===== src/rtl/i2c_bc_pkg.sv =====
package i2c_bc_pkg;

  // Data bits for a byte: a zero field means a full frame, as does a forced frame.
  function automatic int unsigned bc_data_bits(input int unsigned field,
                                               input int unsigned full,
                                               input bit force_full);
    if (force_full || field == 0) return full;
    return field;
  endfunction

  typedef enum logic [1:0] {
    SEQ_IDLE = 2'd0,
    SEQ_DATA = 2'd1,
    SEQ_ACK  = 2'd2
  } seq_phase_e;

endpackage


===== src/rtl/bc_field_reg.sv =====
module bc_field_reg #(
  parameter int CNT_W = 3
) (
  input  logic             clk,
  input  logic             rst_n,
  input  logic             go,
  input  logic             clr_start,
  input  logic             wr_en,
  input  logic [CNT_W-1:0] wr_data,
  input  logic             byte_busy,
  input  logic             byte_done,
  output logic [CNT_W-1:0] field_q
);

  logic held_q;

  always_ff @(posedge clk or negedge rst_n) begin
    if (!rst_n) begin
      field_q <= '0;
      held_q  <= 1'b0;
    end else if (clr_start) begin
      field_q <= '0;
      held_q  <= 1'b0;
    end else begin
      if (wr_en)                     field_q <= wr_data;
      else if (byte_done && !held_q) field_q <= '0;

      if (!go || byte_done)          held_q <= 1'b0;
      else if (wr_en && byte_busy)   held_q <= 1'b1;
    end
  end

  AST_FIELD_CLR_ON_START: assert property (@(posedge clk) disable iff (!rst_n)
    clr_start |=> field_q == '0);

  AST_WRITE_LANDS: assert property (@(posedge clk) disable iff (!rst_n)
    (wr_en && !clr_start) |=> field_q == $past(wr_data));

endmodule


===== src/rtl/bc_sequencer.sv =====
module bc_sequencer
  import i2c_bc_pkg::*;
#(
  parameter int CNT_W = 3,
  parameter int IDX_W = 4
) (
  input  logic             clk,
  input  logic             rst_n,
  input  logic             go,
  input  logic             start_det,
  input  logic             scl_rise,
  input  logic             ack_en,
  input  logic [CNT_W-1:0] field_q,
  output logic [IDX_W-1:0] idx_q,
  output logic             byte_busy,
  output logic             byte_done,
  output logic             ack_phase,
  output logic             irq_q
);

  localparam int FULL = 1 << CNT_W;

  logic [IDX_W-1:0] len_q, eff_len, idx_nx, total;
  logic             ack_q, eff_ack, addr_pend_q;
  logic             st, rise, first;
  seq_phase_e       phase;

  assign st    = go && start_det;
  assign rise  = go && scl_rise && !start_det;
  assign first = rise && (idx_q == '0);

  always_comb begin
    eff_len = len_q;
    eff_ack = ack_q;
    if (first) begin
      eff_len = IDX_W'(bc_data_bits(int'(field_q), FULL, addr_pend_q));
      eff_ack = ack_en;
    end
    total     = eff_len + IDX_W'(eff_ack);
    idx_nx    = idx_q + 1'b1;
    byte_done = rise && (idx_nx == total);
    byte_busy = (idx_q != '0) || rise;
  end

  always_comb begin
    if (idx_q == '0)                        phase = SEQ_IDLE;
    else if (ack_q && idx_q == len_q)       phase = SEQ_ACK;
    else                                    phase = SEQ_DATA;
  end
  assign ack_phase = (phase == SEQ_ACK);

  always_ff @(posedge clk or negedge rst_n) begin
    if (!rst_n) begin
      idx_q       <= '0;
      len_q       <= IDX_W'(FULL);
      ack_q       <= 1'b0;
      addr_pend_q <= 1'b0;
      irq_q       <= 1'b0;
    end else if (!go) begin
      idx_q       <= '0;
      addr_pend_q <= 1'b0;
      irq_q       <= 1'b0;
    end else begin
      irq_q <= byte_done;
      if (st) begin
        idx_q       <= '0;
        addr_pend_q <= 1'b1;
      end else if (rise) begin
        idx_q <= byte_done ? '0 : idx_nx;
        if (first) begin
          len_q       <= eff_len;
          ack_q       <= eff_ack;
          addr_pend_q <= 1'b0;
        end
      end
    end
  end

  AST_IDX_BOUND: assert property (@(posedge clk) disable iff (!rst_n)
    idx_q <= len_q);

  AST_IDX_STEP: assert property (@(posedge clk) disable iff (!rst_n)
    (idx_q != $past(idx_q)) |-> (idx_q == '0 || idx_q == $past(idx_q) + 1'b1));

  AST_ACK_NOT_IDLE: assert property (@(posedge clk) disable iff (!rst_n)
    ack_phase |-> idx_q != '0);

  AST_LEN_RANGE: assert property (@(posedge clk) disable iff (!rst_n)
    (len_q >= 1) && (len_q <= IDX_W'(FULL)));

endmodule


===== src/rtl/i2c_byte_bitcount.sv =====
module i2c_byte_bitcount #(
  parameter int CNT_W = 3,
  localparam int FULL  = 1 << CNT_W,
  localparam int IDX_W = $clog2(FULL + 2)
) (
  input  logic             clk,
  input  logic             rst_n,
  input  logic             enable,
  input  logic             soft_rst,
  input  logic             start_det,
  input  logic             scl_rise,
  input  logic             cnt_wr,
  input  logic [CNT_W-1:0] cnt_wdata,
  input  logic             ack_en,
  output logic [CNT_W-1:0] count_field,
  output logic [IDX_W-1:0] bit_idx,
  output logic             ack_phase,
  output logic             irq
);

  logic go, busy, done;

  assign go = enable && !soft_rst;

  bc_field_reg #(.CNT_W(CNT_W)) u_field (
    .clk       (clk),
    .rst_n     (rst_n),
    .go        (go),
    .clr_start (go && start_det),
    .wr_en     (cnt_wr),
    .wr_data   (cnt_wdata),
    .byte_busy (busy),
    .byte_done (done),
    .field_q   (count_field)
  );

  bc_sequencer #(.CNT_W(CNT_W), .IDX_W(IDX_W)) u_seq (
    .clk       (clk),
    .rst_n     (rst_n),
    .go        (go),
    .start_det (start_det),
    .scl_rise  (scl_rise),
    .ack_en    (ack_en),
    .field_q   (count_field),
    .idx_q     (bit_idx),
    .byte_busy (busy),
    .byte_done (done),
    .ack_phase (ack_phase),
    .irq_q     (irq)
  );

  AST_IRQ_ONE_CYCLE: assert property (@(posedge clk) disable iff (!rst_n)
    irq |=> !irq);

  AST_IRQ_IDX_ZERO: assert property (@(posedge clk) disable iff (!rst_n)
    irq |-> bit_idx == '0);

  AST_START_CLEARS: assert property (@(posedge clk) disable iff (!rst_n)
    (go && start_det) |=> (bit_idx == '0 && !irq));

  AST_DISABLE_IDLE: assert property (@(posedge clk) disable iff (!rst_n)
    !go |=> (bit_idx == '0 && !irq));

endmodule


===== config.mk =====
export PLATFORM = sky130hd
export DESIGN_NAME = i2c_byte_bitcount
export DESIGN_NICKNAME = d
export VERILOG_FILES = /design/src/rtl/i2c_bc_pkg.sv /design/src/rtl/bc_field_reg.sv /design/src/rtl/bc_sequencer.sv /design/src/rtl/i2c_byte_bitcount.sv
export SDC_FILE = /design/constraint.sdc
export NUM_CORES = 1
export LEC_CHECK = 0
export BUFFER_PORTS_ARGS = -buffer_cell sky130_fd_sc_hd__buf_4
export CORE_MARGIN = 10
export CORE_UTILIZATION = 42
export DETAILED_ROUTE_END_ITERATION = 7
export GPL_ROUTABILITY_DRIVEN = 1
export GPL_TIMING_DRIVEN = 0
export PLACE_DENSITY = 0.61
export SKIP_CTS_REPAIR_TIMING = 1
export SKIP_LAST_GASP = 1
export SLEW_MARGIN = 0
export SYNTH_ARGS = -nofsm -noshare
export SYNTH_HDL_FRONTEND = slang
export SYNTH_SLANG_ARGS = --single-unit

===== constraint.sdc =====
create_clock -name clk -period 4.45 [get_ports clk]
set_input_delay 0.6675 -clock clk [delete_from_list [all_inputs] [get_ports clk]]
set_output_delay 0.6675 -clock clk [all_outputs]
set_load 0.02 [all_outputs]

==> results.md, run 1 <==
- Ys async rst share: 100%
- Post-DP HPWL: 1740 um
- Net switching power: 0.109 mW
- Reg2reg path depth: 14
- DRC Markers: 0
- CORE AREA: 2230 um^2
- Die height: 68.6 um
- Max-capacitance violation count: 0
- Internal: 0.229 mW
- Final Skew: 0.00107 ns
- Most frequent cells in the layout: buf_4, dfrtp_1, a21oi_1, nand2_1, xnor2_1
- Antenna violations before repair: 0
- CTS sink count: 15
- Pleak: 0.557 nW
- Setup slack, reg-to-reg: 0.77 ns
- Footprint of the multi-input gates: 572 um^2
- Cells after Synth: 101
- Synth-to-Final Area Change: 20.7%
- Ant. Diodes: 0
- Status: complete, no violations
- CTS buffer count: 3
- Htree depth: 1
- Total die area: 4710 um^2
- Unrepaired setup endpoints after global routing: false
- Worst setup SP type: flop
- Setup violation total in the final timing report: 0
- CTS tree: built
- Tot GR Track Use: 10.2%
- VDD IR max: 208 uV
- FP Rows: 17
- Synth Net Count: 116
- Final Wtd Congestion: 0.818
- Die width: 68.6 um
- Yosys cell types: 33
- PD cells: 282 nW/um^2
- Fill count: 215
- Initial core utilization: 44.5%
- Initial DRC Count: 22
- Hold Crit Class: in -> async
- Vias/cell: 5.37
- CTS root buf: clkbuf_4
- Reg-to-Reg Start: u_seq.idx_q[0]$_DFFE_PN0P_
- PortBufs: 19
- Antenna Violating Nets Remaining: 0
- Clk_lat worst skew: 0.29 ns
- Slew Limit Headroom: 70.2%
- Post-synth EDFFs: 0
- Final hold violation count: 0
- Synth Flop Type: dfrtp_1
- Crit. End Element: flop
- Worst EP required: 4.62 ns
- Reg-to-reg critical path endpoint: u_field.field_q[1]$_DFFE_PN0P_
- TNS Setup: 0 ns
- Synthesis-stage register bit count: 15
- Nets: 140
- Fmax: 272 MHz
- Detailed Routing Iterations Pass 1: 4
- Clock slew at reported path FFs: 0.10 ns
- Vias in the first global route: 801
- Sequential Power Share: 49.2%
- Seq. cell area: 377 um^2
- Ys Warns: 0
- Commonest non-fill, non-tap cell in the layout: buf_4
- Final worst path period share: 82.7%
- Slew Viols, Final: 0
- Clock power frac: 23.8%
- Largest net degree at the start of global routing: 16
- Synthesized area per cell: 9.84 um^2
- Share of cells above drive strength 1: 25.8%
- Hold slack: 0.214 ns
- Gate power share: 27.0%
- Setup CP Type: reg -> reg
- First-pass GRT wire length: 3690 um
- Final Util: 53.7%
- Worst Tran Pin Value: 0.446 ns
- Mapped Area: 993 um^2
- Crit path DAT: 3.85 ns
- Final WL: 2280 um
- Clk buf depth: 2
- Final Critical Period: 3.68 ns
- Seq/Total Area, Yosys: 37.9%
- Via count: 816
- Crit Path Max Fanout: 10
- Total gr overflow: 0
- WL/cell: 15.0 um
- Switch share: 32.1%
- # IOs: 20
## synthesized netlist by cell type (2+ instances only)
library cell | number | share of area, %
xor2_1 | 2 | 1.8
mux2i_1 | 2 | 2.0
nor3_1 | 3 | 1.5
mux2_1 | 3 | 3.4
o21ai_1 | 4 | 2.0
nand2_1 | 7 | 2.6
nor3b_1 | 2 | 1.5
xnor2_1 | 7 | 6.2
ha_1 | 4 | 5.0
o211ai_1 | 3 | 2.3
a21oi_1 | 10 | 5.0
inv_1 | 5 | 1.9
nand2b_1 | 6 | 3.8
nand3_1 | 3 | 1.5
nor2_1 | 5 | 1.9
buf_6 | 2 | 2.3
o311ai_1 | 3 | 2.6
nor2b_1 | 2 | 1.3
dfrtp_1 | 14 | 35
## sequential cells by signal, summed over array words and instances, names as in the netlist
signal / flops
u_seq.idx_q: 4
u_seq.len_q: 4
u_field.field_q: 3
u_field.held_q: 1
u_seq.ack_q: 1
u_seq.addr_pend_q: 1
u_seq.irq_q: 1
## routing by layer
layer,global-route usage (%),share of wire [%],up-vias
li1,-,-,410
met1,12.7,47,391
met2,16.2,48,13
met3,3.22,4.8,2
met4,3.77,0.44,0
met5,0,0,-
## cells by family (layout without fill, tap and decap cells)
group	after synthesis	in the layout	share of synthesized area [%]
and+or+nand+nor	36	36	22.0
buffers and inverters	8	31	4.53
muxes	6	6	6.93
xor gates and xnor gates	10	10	10.3
adders and majority gates	4	4	5.04
DFF	15	15	37.9
AOI/OAI and AO/OA	22	22	13.2
## stage by stage
step                instances  cell area [um^2]  power, mW  worst slack, ns
floorplan                 101               993      0.229             1.24
global placement          148              1170      0.259            0.811
detailed placement        148              1170      0.261            0.748
CTS                       152              1200      0.343            0.777
global route              152              1200      0.362            0.535
finish                    152              1200      0.338            0.768
## critical path, stage by stage (launching register included)
cell and delay (ns):
dfrtp_1 0.49, inv_1 0.12, ha_1 0.20, nor3b_4 0.30
nand3_2 0.15, buf_6 0.17, mux2_1 0.32, ha_1 0.22
ha_1 0.20, xor2_1 0.17, xnor2_1 0.18, xnor2_1 0.15
nand4_1 0.36, o311ai_1 0.41, a21oi_1 0.11
## layout make-up
| class | count | area share (%) |
|---|---|---|
| well taps | 28 | 2.92 |
| clock inverters | 1 | 0.418 |
| inverters | 5 | 1.57 |
| plain buffers | 3 | 2.19 |
| multi-input cells | 78 | 47.7 |
| clock buffers | 3 | 1.88 |
| flip-flops and latches | 15 | 31.4 |
| repair buffers | 19 | 11.9 |
## power by group through the flow
stage                     clock network [mW]  registers (mW)  logic (mW)
after floorplan                            0           0.169      0.0599
after global placement                     0           0.169      0.0904
after detailed placement                   0           0.169      0.0918
after CTS                             0.0839           0.167      0.0927
after global routing                  0.0917           0.168       0.102
final                                 0.0806           0.166      0.0911
## how the worst max path moves through the flow
stage,start,endpoint,cells past startpoint
4_1_cts,u_seq.idx_q[0]$_DFFE_PN0P_,u_field.field_q[1]$_DFFE_PN0P_,14
5_1_grt,u_seq.idx_q[0]$_DFFE_PN0P_,u_field.field_q[1]$_DFFE_PN0P_,14
6_report,u_seq.idx_q[0]$_DFFE_PN0P_,u_field.field_q[1]$_DFFE_PN0P_,14
3_5_place_dp,start_det,u_field.field_q[1]$_DFFE_PN0P_,13
3_3_place_gp,start_det,u_field.field_q[1]$_DFFE_PN0P_,13
2_1_floorplan,u_seq.idx_q[0]$_DFFE_PN0P_,u_field.field_q[0]$_DFFE_PN0P_,14
Power figures use the tool's default switching activity.
==> inputs of run 2 (changes only) <==
Settings changed: PLACE_DENSITY 0.61 to 0.63.
Clock period 4.45 ns to 3.2 ns, I/O delays scaled along.
==> results.md, run 2 (synthesis results as in run 1) <==
- Vias in the first global route: 854 (+6.6%)
- Clk_lat worst skew: 0.29 ns (about the same)
- First-pass GRT wire length: 3800 um (+3.0%)
- Clk buf depth: 2 (unchanged)
- Post-DP HPWL: 1720 um (-1.2%)
- Seq. cell area: 379 um^2 (+0.66%)
- Fin worst setup slack: 0.0569 ns (-0.711 ns)
- Crit. End Element: flop
- Largest registers: u_seq.idx_q (4), u_seq.len_q (4), u_field.field_q (3)
- Die width: 68.6 um (unchanged)
- Total die area: 4710 um^2 (unchanged)
- Fin cells: 163 (+7.2%)
- Detailed Routing Iterations Pass 1: 4 (unchanged)
- Final WL: 2480 um (+9.1%)
- Initial DRC Count: 26 (+18%)
- PD cells: 368 nW/um^2 (+31%)
- Initial core utilization: 44.5% (unchanged)
- Synth-to-Final Area Change: 35.9%
- # IOs: 20 (unchanged)
- CTS root buf: clkbuf_4
- Final total power: 0.497 mW (+47%)
- Post-Place Cells: 148 (unchanged)
- Crit Path Max Fanout: 8 (-2)
- Clock slew at reported path FFs: 0.10 ns (about the same)
- Footprint of the multi-input gates: 634 um^2 (+11%)
- Worst Tran Pin Value: 0.397 ns (-0.0487 ns)
- Final Util: 60.4% (+6.8 points)
- Antenna Violating Nets Remaining: 0 (unchanged)
- Die height: 68.6 um (unchanged)
- Hold Crit Class: in -> async
- CTS sink count: 15 (unchanged)
- DP Worst Slack: -0.409 ns (-1.16 ns)
- Slowest stage delay, CP: 0.44 ns (-0.05 ns)
- CTS tree: built
- Slew Viols, Final: 0 (unchanged)
- CP max-delay cell: dfrtp_2
- Pleak: 0.614 nW (+10%)
- PortBufs: 19 (unchanged)
- Fill count: 203 (-5.6%)
- Share of cells above drive strength 1: 40.0% (+14 points)
- Final Wtd Congestion: 0.798 (-2.4%)
- Final worst path period share: 98.2% (+15 points)
- Largest net degree at the start of global routing: 16 (unchanged)
- Crit path DAT: 3.33 ns (-0.52 ns)
- Total gr overflow: 0 (unchanged)
- Setup violation total in the final timing report: 0 (unchanged)
- Max-capacitance violation count: 0 (unchanged)
- VDD IR max: 225 uV (+8.2%)
- CP cell instances: inv_2 -> ha_4 -> nor3b_4 -> nand3_2 -> buf_6 -> mux2_4 -> ha_4 -> ha_2 -> xor2_1 -> xnor2_1 -> xnor2_1 -> nand4_1 -> buf_6 -> o311ai_1 -> a21oi_1
- Final hold violation count: 0 (unchanged)
- Tot GR Track Use: 10.5% (+0.31 points)
- FP Rows: 17 (unchanged)
- CTS buffer count: 3 (unchanged)
- Worst setup SP type: flop
- Antenna violations before repair: 0 (unchanged)
- Via count: 862 (+5.6%)
- Buf/Inv on CP: 3 (+1)
- Final Critical Period: 3.14 ns (-0.539 ns)
- Vias/cell: 5.29 (-1.5%)
- Ant. Diodes: 0 (unchanged)
- Most frequent cells in the layout: buf_4, dfrtp_1, a21oi_1, nand2_1, xnor2_1
- Nets: 151 (+7.9%)
- Fmax: 318 MHz (+17%)
- DRC Markers: 0 (unchanged)
- CORE AREA: 2230 um^2 (unchanged)
- Slew Limit Headroom: 73.5% (+3.3 points)
- WL/cell: 15.2 um (+1.7%)
- Cell class contributing the biggest share of worst-path delay: simple AND/OR/NAND/NOR gates
- Commonest non-fill, non-tap cell in the layout: buf_4
- Final Skew: 0.00953 ns (+0.00846 ns)
- Setup CP Type: reg -> reg
- Htree depth: 1 (unchanged)
- Worst EP required: 3.39 ns (-1.23 ns)
- Status: complete, no violations
-- run 2: changes by cell type in the layout (fill, tap and decap cells not counted), moves of 2 or more --
cell      delta
inv_1        -2
dfrtp_2      +2
inv_2        +2
ha_4         +2
ha_1         -3
buf_4       +10
dfrtp_1      -2
o311ai_1     -2
-- run 2: area by class of cell --
type | instances | share of cell area, %
flip-flops and latches | 15 | 28.1
repair buffers | 30 | 17.0
well taps | 28 | 2.60
multi-input cells | 78 | 47.0
clock inverters | 1 | 0.371
inverters | 5 | 1.39
plain buffers | 3 | 1.95
clock buffers | 3 | 1.67
-- run 2: per-stage QoR --
step           cell area, um^2  hold slack, ns  TNS [ns]
6_report                  1350          0.0162         0
5_1_grt                   1350          0.0215    -0.293
4_1_cts                   1200          0.0231     -2.54
3_5_place_dp              1170           0.347     -2.27
3_3_place_gp              1170           0.344     -2.10
2_1_floorplan              993           0.184         0
-- run 2: worst paths after layout --
kind / end / slack (ns) / startpoint / depth (start not counted)
worst min-delay path: u_field.field_q[1]$_DFFE_PN0P_ / 0.02 / rst_n / 1
worst min register to register: u_seq.ack_q$_DFFE_PN0P_ / 0.53 / u_seq.ack_q$_DFFE_PN0P_ / 1
worst max register to register: u_field.field_q[2]$_DFFE_PN0P_ / 0.06 / u_seq.idx_q[0]$_DFFE_PN0P_ / 15
worst max-delay path: u_field.field_q[2]$_DFFE_PN0P_ / 0.06 / u_seq.idx_q[0]$_DFFE_PN0P_ / 15
max in group asynchronous: u_seq.len_q[3]$_DFFE_PN1P_ / 2.94 / rst_n / 1
min in group clk: u_seq.addr_pend_q$_DFFE_PN0P_ / 0.35 / soft_rst / 2
-- run 2: worst register-to-register path, delay by kind of cell (launching register included) --
kind | cells | cell delay, ns
AOI/OAI and AO/OA | 2 | 0.37
muxes | 1 | 0.31
adders and majority gates | 3 | 0.47
buffers and inverters | 3 | 0.43
DFF | 1 | 0.44
and+or+nand+nor | 3 | 0.52
xor gates and xnor gates | 3 | 0.51
-- run 2: metal layers --
layer,track usage (%),routed length [um]
met2,17.4,1280
met1,12.3,1030
met3,3.22,114
met5,0,0
met4,4.52,59
-- run 2: where the power goes --
group | internal (mW) | switching, mW | total, mW
clock network | 0.0466 | 0.0658 | 0.112
logic | 0.0745 | 0.0777 | 0.152
registers | 0.211 | 0.0212 | 0.232
==> inputs of run 3 (changes only) <==
Settings changed: CELL_PAD_IN_SITES_DETAIL_PLACEMENT from default to 1, CELL_PAD_IN_SITES_GLOBAL_PLACEMENT from default to 2, CORE_UTILIZATION 42 to 30, PLACE_DENSITY 0.63 to 0.71.
==> results.md, run 3 (synthesis results as in run 1) <==
- Tot GR Track Use: 8.82% (-1.7 points)
- Hold Crit Class: in -> async
- DRC Markers: 0 (unchanged)
- Htree depth: 1 (unchanged)
- Vias/cell: 4.84 (-8.6%)
- Total die area: 6010 um^2 (+28%)
- Final Skew: 0.00562 ns (-0.00391 ns)
- Vias in the first global route: 911 (+6.7%)
- Via count: 885 (+2.7%)
- Cell class contributing the biggest share of worst-path delay: simple AND/OR/NAND/NOR gates
- Slew Viols, Final: 0 (unchanged)
- First-pass GRT wire length: 4220 um (+11%)
- Post-DP HPWL: 2060 um (+20%)
- Met3 usage: 2.42% (-0.80 points)
- Synth-to-Final Area Change: 40.0%
- Die height: 77.5 um (+13%)
- WL/cell: 15.9 um (+4.6%)
- Detailed Routing Iterations Pass 1: 2 (-2)
- Clk buf depth: 2 (unchanged)
- Final Wtd Congestion: 0.792 (-0.66%)
- Fin worst setup slack: -0.0277 ns (-0.0846 ns)
- Global Route met2 Usage: 14.5% (-2.9 points)
- Fill count: 374 (+84%)
- CTS tree: built
- Met1 Use GR: 10.1% (-2.2 points)
- Final hold violation count: 0 (unchanged)
- Clock slew at reported path FFs: 0.10 ns (about the same)
- Largest net degree at the start of global routing: 16 (unchanged)
- Buf/Inv on CP: 3 (unchanged)
- CORE AREA: 3100 um^2 (+39%)
- Antenna Violating Nets Remaining: 0 (unchanged)
- Die width: 77.5 um (+13%)
- FP Rows: 20 (+3)
- Post-Place Cells: 164 (+11%)
- Commonest non-fill, non-tap cell in the layout: buf_4
- Most frequent cells in the layout: buf_4, dfrtp_1, a21oi_1, xnor2_1
- Crit path DAT: 3.41 ns (+0.08 ns)
- Pleak: 0.627 nW (+2.1%)
- CTS sink count: 15 (unchanged)
- Initial DRC Count: 22 (-15%)
- CP max-delay cell: dfrtp_2
- VDD IR max: 201 uV (-10%)
- # IOs: 20 (unchanged)
- CP dominant cell by count: ha_4
- Clk_lat worst skew: 0.29 ns (about the same)
- Hold slack: 0.0215 ns (+0.00535 ns)
- Seq. cell area: 379 um^2 (unchanged)
- Crit Path Max Fanout: 5 (-3)
- Share of cells above drive strength 1: 41.7% (+1.7 points)
- Max-capacitance violation count: 0 (unchanged)
- TNS Setup: -0.0557 ns (-0.0557 ns)
- Largest registers: u_seq.idx_q (4), u_seq.len_q (4), u_field.field_q (3)
- Setup CP Type: reg -> reg
- Final Util: 44.8% (-16 points)
- PortBufs: 19 (unchanged)
- Fmax: 310 MHz (-2.6%)
- CTS buffer count: 3 (unchanged)
- GRT busiest layer: met2
- Worst setup SP type: flop
- Final worst path period share: 101% (+2.6 points)
- Failing checks: negative setup slack
- Fin cells: 183 (+12%)
- Slowest stage delay, CP: 0.44 ns (about the same)
- Ant. Diodes: 0 (unchanged)
- DP Worst Slack: -0.519 ns (-0.109 ns)
- PD cells: 368 nW/um^2 (-0.14%)
- Final Critical Period: 3.23 ns (+0.0846 ns)
- Setup violation total in the final timing report: 3 (+3)
- Unrepaired setup endpoints after global routing: true
- Antenna violations before repair: 0 (unchanged)
- Nets: 155 (+2.6%)
- Crit. End Element: flop
- Initial core utilization: 32.0% (-12 points)
- Slew Limit Headroom: 67.5% (-6.0 points)
- Total gr overflow: 0 (unchanged)
- Footprint of the multi-input gates: 631 um^2 (-0.59%)
- Worst EP required: 3.38 ns (about the same)
- CP cell instances: inv_2 -> ha_4 -> nor3b_4 -> nand3_2 -> buf_6 -> mux2_4 -> ha_4 -> ha_4 -> xor2_1 -> xnor2_1 -> xnor2_1 -> nand4_1 -> buf_4 -> o211ai_1 -> a21oi_1
- Status: complete, but fails checks
- Final WL: 2920 um (+17%)
- Worst Tran Pin Value: 0.487 ns (+0.0893 ns)
- CTS root buf: clkbuf_4
==> run 3: layout make-up <==
class                           instances  share of cell area [%]
Timing Repair Buffer                   34                    18.3
Clock buffer                            4                    1.89
Sequential cell                        15                    27.2
Tap cell                               44                    3.96
Buffer                                  3                    1.89
Inverter                                5                    1.35
Multi-Input combinational cell         78                    45.3
==> run 3: worst paths after layout <==
path / startpoint / end / slack (ns) / cells past startpoint
max in group asynchronous: rst_n / u_seq.len_q[3]$_DFFE_PN1P_ / 2.93 / 1
max reg2reg: u_seq.idx_q[0]$_DFFE_PN0P_ / u_seq.idx_q[1]$_DFFE_PN0P_ / -0.03 / 15
min reg2reg: u_seq.ack_q$_DFFE_PN0P_ / u_seq.ack_q$_DFFE_PN0P_ / 0.54 / 1
min: rst_n / u_seq.addr_pend_q$_DFFE_PN0P_ / 0.02 / 1
max: u_seq.idx_q[0]$_DFFE_PN0P_ / u_seq.idx_q[1]$_DFFE_PN0P_ / -0.03 / 15
min in group clk: soft_rst / u_seq.addr_pend_q$_DFFE_PN0P_ / 0.35 / 2
==> run 3: per-layer routing <==
| metal | routed length (um) | vias up |
|---|---|---|
| li1 | - | 437 |
| met1 | 1300 | 422 |
| met2 | 1430 | 19 |
| met3 | 112 | 7 |
| met4 | 70 | 0 |
| met5 | 0 | - |
==> run 3: report_power, final <==
part	switching, mW	internal (mW)
registers	0.0208	0.211
clock network	0.0679	0.0486
logic	0.0823	0.0806
==> run 3: through the flow <==
step	power, mW	cell area (um^2)
final	0.511	1390
after CTS	0.486	1220
after detailed placement	0.369	1190
after global routing	0.542	1390
after floorplan	0.318	993
after global placement	0.363	1190
